===== src/rtl/flash_bus_adapter.sv =====
module flash_bus_adapter #(
  parameter int DW = 16
) (
  input  logic          clk,
  input  logic          rst_n,
  input  logic          ce_n,
  input  logic          oe_n,
  input  logic          we_n,
  input  logic          word_mode,
  input  logic [DW-1:0] dq_in,
  input  logic [DW-1:0] arr_rdata,
  output logic [DW-1:0] dq_out,
  output logic [DW-1:0] dq_oe,
  output logic          wr_stb,
  output logic [1:0]    wr_lane,
  output logic [DW-1:0] wr_data,
  output logic          addr_lsb
);
  localparam int HW = DW / 2;

  logic rd_cyc, wr_cyc, sub;
  logic [HW-1:0] rd_byte;

  assign rd_cyc  = !ce_n && !oe_n && we_n;
  assign wr_cyc  = !ce_n && !we_n && oe_n;
  assign sub     = !word_mode && dq_in[DW-1];
  assign rd_byte = sub ? arr_rdata[DW-1:HW] : arr_rdata[HW-1:0];

  always_ff @(posedge clk or negedge rst_n) begin
    if (!rst_n) begin
      dq_out   <= '0;
      dq_oe    <= '0;
      wr_stb   <= 1'b0;
      wr_lane  <= 2'b00;
      wr_data  <= '0;
      addr_lsb <= 1'b0;
    end else begin
      addr_lsb <= sub;
      wr_stb   <= wr_cyc;
      if (rd_cyc) begin
        dq_oe  <= word_mode ? {DW{1'b1}} : {{HW{1'b0}}, {HW{1'b1}}};
        dq_out <= word_mode ? arr_rdata : {{HW{1'b0}}, rd_byte};
      end else begin
        dq_oe  <= '0;
      end
      if (wr_cyc) begin
        wr_lane <= word_mode ? 2'b11 : (sub ? 2'b10 : 2'b01);
        wr_data <= word_mode ? dq_in : {2{dq_in[HW-1:0]}};
      end else begin
        wr_lane <= 2'b00;
      end
    end
  end
endmodule



===== config.mk =====
export PLATFORM = sky130hd
export DESIGN_NAME = flash_bus_adapter
export DESIGN_NICKNAME = d
export VERILOG_FILES = /design/src/rtl/flash_bus_adapter.sv
export SDC_FILE = /design/constraint.sdc
export NUM_CORES = 1
export LEC_CHECK = 0
export BUFFER_PORTS_ARGS = -buffer_cell sky130_fd_sc_hd__buf_2
export CORE_MARGIN = 2
export CORE_UTILIZATION = 30
export CTS_CLUSTER_SIZE = 28
export DETAILED_ROUTE_END_ITERATION = 7
export PLACE_DENSITY = 0.67
export SLEW_MARGIN = 20
export SYNTH_ARGS = -nofsm -noshare
export SYNTH_HDL_FRONTEND = slang
export SYNTH_SLANG_ARGS = --single-unit

===== constraint.sdc =====
create_clock -name clk -period 0.8 [get_ports clk]
set_input_delay 0.16 -clock clk [delete_from_list [all_inputs] [get_ports clk]]
set_output_delay 0.16 -clock clk [all_outputs]
set_load 0.02 [all_outputs]

Word-level counts from Yosys, hierarchy flattened:

Index checks and enable logic that the tools add are counted.

* flip-flop bits (word level): 52
* latch bits: 0
* memory bits (writable): 0
* memory bits (read-only): 0
* input port bits: 38
* output and inout port bits: 52
* logic and storage cells: 23
* memories: 0

* add/subtract/negate cells: 0
* multipliers: 0
* divide/modulo/power cells: 0
* magnitude comparators: 0
* equal/unequal tests: 0
* shift-type cells: 0
* muxes and demuxes: 8
* bitwise logic cells: 0
* reductions and logical operators: 9

Operator list (count)
* $mux W16: 4
* $mux W8: 1
* $mux W2: 3
* $logic_and A1 B1 Y1: 5
* $logic_not A1 Y1: 4

Logic depth before layout (Yosys ltp):

* depth in word-level cells: 5
* gate-level depth with buffers: 5
* mapped depth without buffers: 4

Worst setup path after synthesis:

Ideal clock, no wire load.

* path type: input-to-reg
* start: input ce_n
* end: register dq_out[5]
* arrival time: 922 ps
* required time: 681 ps
* path slack: -241 ps
* cell stages on the path: 5
* buffers on the path: 2
* path through: or3b_1 buf_6 buf_6 nand2_1 o21ai_2

* word-level cells in the longest chain between the ends: 3

RTL lines
* from (decl): RTL line 6 `input logic ce_n,`
* $logic_not A1 Y1: RTL line 24 `assign rd_cyc = !ce_n && !oe_n && we_n;`
* $logic_and A1 B1 Y1 (2 in series): RTL line 24
* to (signal assigned): RTL line 42 `dq_out <= word_mode ? arr_rdata : {{HW{1'b0}}, rd_byte};`
* to (decl): RTL line 12 `output logic [DW-1:0] dq_out,`

Every way passes these cells.
A chain may end at the register's enable or synchronous reset.

==> out/qor.yml <==
sta:
  slew_headroom_pct: 83.04
  max_freq_ghz: 0.9499
  fin_crit_ns: 1.053
  finClkSkew_ns: 0
  drv_slew: 0
  worst_hold_slack_ns: 0.1182
  period_share_pct: 131.6
  worst_pin_slew_ns: 0.2544
  fin_ws_ns: -0.2527
  setup_viol: 88
  grt_setup_unrepaired: "true"
  hold_viol_final: 0
global_routing:
  grt_max_degree: 39
  antenna_found_initial: 1
  grt_usage_pct: 13.97
  grt_overflow_total: 0
  grt_pass1_vias: 1479
  grt_pass1_wl_um: 6748
clocking:
  root_buffer: "clkbuf_8"
  insertion_delay_ns: 0.28
  cts_tree: "built"
  cts.sinks: 38
  path_clk_slew_ns: 0.07
  cts_inserted_buffers: 5
  clk_path_buf_depth: 2
  htreeDepth: 2
status:
  violations: "negative setup slack"
  outcome: "finished with violations"
synthesis:
  yosysWarnings: 0
  synth_top_area_cell: "dfrtp_1"
  ys_seq_elements: 38
  syn_area_per_cell_um2: 11.39
  synth_fp_nets: 187
  yosysSeqAreaShare_pct: 56.05
  synth_top_cell_area_share_pct: 56.05
  synth_area_leaders: "dfrtp_1 (56%), mux2i_1 (9.4%), buf_4 (7.5%), mux2_2 (5.3%), nand2_1 (5.3%)"
  ys_types: 19
  netlist_instances: 149
  syn_area_um2: 1697
detailed_routing:
  viasPerCell: 4.352
  drt_first_pass_iters: 4
  ant_nets: 0
  drt_iter0_drc: 44
  vias: 1510
  routed_wl_um: 4849
  drc: 0
  wl_per_cell_um: 13.97
layout:
  utilization_pct: 57.22
  fillerInstances: 471
  synthToLayoutAreaGrowth_pct: 84.59
  drive_gt1_share_pct: 73.82
  diodes: 0
  nNetsFinal: 312
  fin_cells: 347
worst_setup_path:
  crit_required_ns: 0.64
  startpoint_type: "register"
  cp.arrival_ns: 0.89
  criticalPathCategory: "register to primary output"
  cpPeakStageDelay_ns: 0.44
  crit_chain: "buf_2"
  cp_top_family: "flip-flops"
  cp_num_buf_inv: 1
  cp_max_fo: 8
  critPathCaptureType: "primary output"
  slowest_stage: "dfrtp_2"
placement:
  io_buffers: 89
  hpwl_um: 2842
  dp.cells: 305
  place_congestion: 0.6644
pwr:
  peakVddDrop_mv: 1.355
  powerDensity_nw_per_um2: 1942
  p_leak_uw: 0.001641
  power_uw: 6081
die:
  die_w_um: 79.20
  fp-row-count: 27
  die_y_um: 79.20
  io_pins: 90
  dieArea_um2: 6273
  start_util_pct: 31.00
  core_um2: 5473
run:
  max_cap_viol_count: 0
min_path:
  holdCritPathClass: "input port to register"
==> synth_stat cells <==
cell type,number
mux2i_1,16
o21ai_2,4
and2_1,2
nand2b_1,1
nor3b_1,1
o21ai_1,4
inv_1,1
nand3_1,8
buf_6,5
clkinv_2,1
dfrtp_1,38
mux2_2,8
nand2_1,24
a21oi_1,8
buf_4,17
o21a_1,1
or3b_1,1
nor2_1,8
buf_2,1
==> power breakdown <==
| part | switching (uW) | total [uW] | internal [uW] |
|---|---|---|---|
| Combinational | 1010 | 2310 | 1300 |
| Clock | 640 | 1340 | 695 |
| Sequential | 228 | 2430 | 2200 |
==> timing repair <==
action / 4_1_cts / 5_1_grt
gates resized for setup: 98 / 40
pin swaps: 2 / 14
buffers inserted: 17 / 14
setup endpoints to repair: 86 / 84
gates cloned: 1 / 4
endpoints found under the hold margin: 38 / 0
hold buffers: 1 / 0
==> sequential cells by signal, indices dropped and copies added, names as in the netlist <==
name      cells
dq_out       16
wr_data      16
dq_oe         2
wr_lane       2
addr_lsb      1
wr_stb        1
==> kinds of logic (layout without fill, tap and decap cells) <==
| group | Yosys count | in the layout | share of synthesized area, % |
|---|---|---|---|
| flip-flops | 38 | 38 | 56.05 |
| AND/OR/NAND/NOR | 45 | 45 | 11.51 |
| buffers and inverters | 25 | 151 | 11.65 |
| multiplexers | 24 | 24 | 14.75 |
| AO/OA/AOI/OAI | 17 | 17 | 6.047 |
==> final timing paths <==
| kind | from | to | slack [ns] | cells after the start |
|---|---|---|---|---|
| max | dq_oe[7] | dq_oe[5] | -0.25 | 1 |
| min | arr_rdata[9] | dq_out[9] | 0.12 | 3 |
| max reg2reg | wr_data[1] | wr_data[1] | -0.10 | 2 |
| min reg2reg | dq_out[14] | dq_out[14] | 0.51 | 2 |
| max in group asynchronous | rst_n | dq_oe[7] | 0.22 | 3 |
| min in group asynchronous | rst_n | wr_data[5] | 0.37 | 3 |
==> cells in the final DEF (no fill, tap or decap), drive strengths merged <==
master / n
nand2: 24
clkbuf: 9
buf: 137
nor2: 8
a21oi: 8
inv: 3
nor3b: 1
and2: 2
clkinv: 1
o21ai: 8
mux2i: 16
nand3: 8
o21a: 1
dfrtp: 38
mux2: 8
nand2b: 1
dlygate4sd3: 1
or3b: 1
==> stage by stage <==
step / setup TNS [ns] / setup WS (ns) / cell area (um2)
after detailed placement: -14.66 / -0.4641 / 2302
after global placement: -14.18 / -0.4514 / 2302
final: -13.35 / -0.2527 / 3132
after global routing: -15.92 / -0.2971 / 3132
after CTS: -13.10 / -0.2560 / 2874
after floorplan: -6.425 / -0.2346 / 1854
==> metal layers <==
| layer | global-route usage, % | up-vias | wire (um) |
|---|---|---|---|
| met5 | 0 | - | 0 |
| met4 | 3.103 | 0 | 25 |
| met3 | 5.227 | 5 | 356 |
| met2 | 24.92 | 64 | 2563 |
| met1 | 15.86 | 713 | 1904 |
| li1 | - | 728 | - |
==> final cells by class <==
cell class                      count  area [um2]  area share [%]
Clock buffer                        7       86.33           2.757
Clock inverter                      1       5.005          0.1598
Inverter                            2       12.51          0.3995
Multi-Input combinational cell     86       755.7           24.13
Sequential cell                    38       953.4           30.44
Tap cell                           72       90.09           2.877
Timing Repair Buffer              140        1222           39.03
Timing Repair inverter              1       6.256          0.1998
Note: power is estimated with default switching activity, not from simulation.
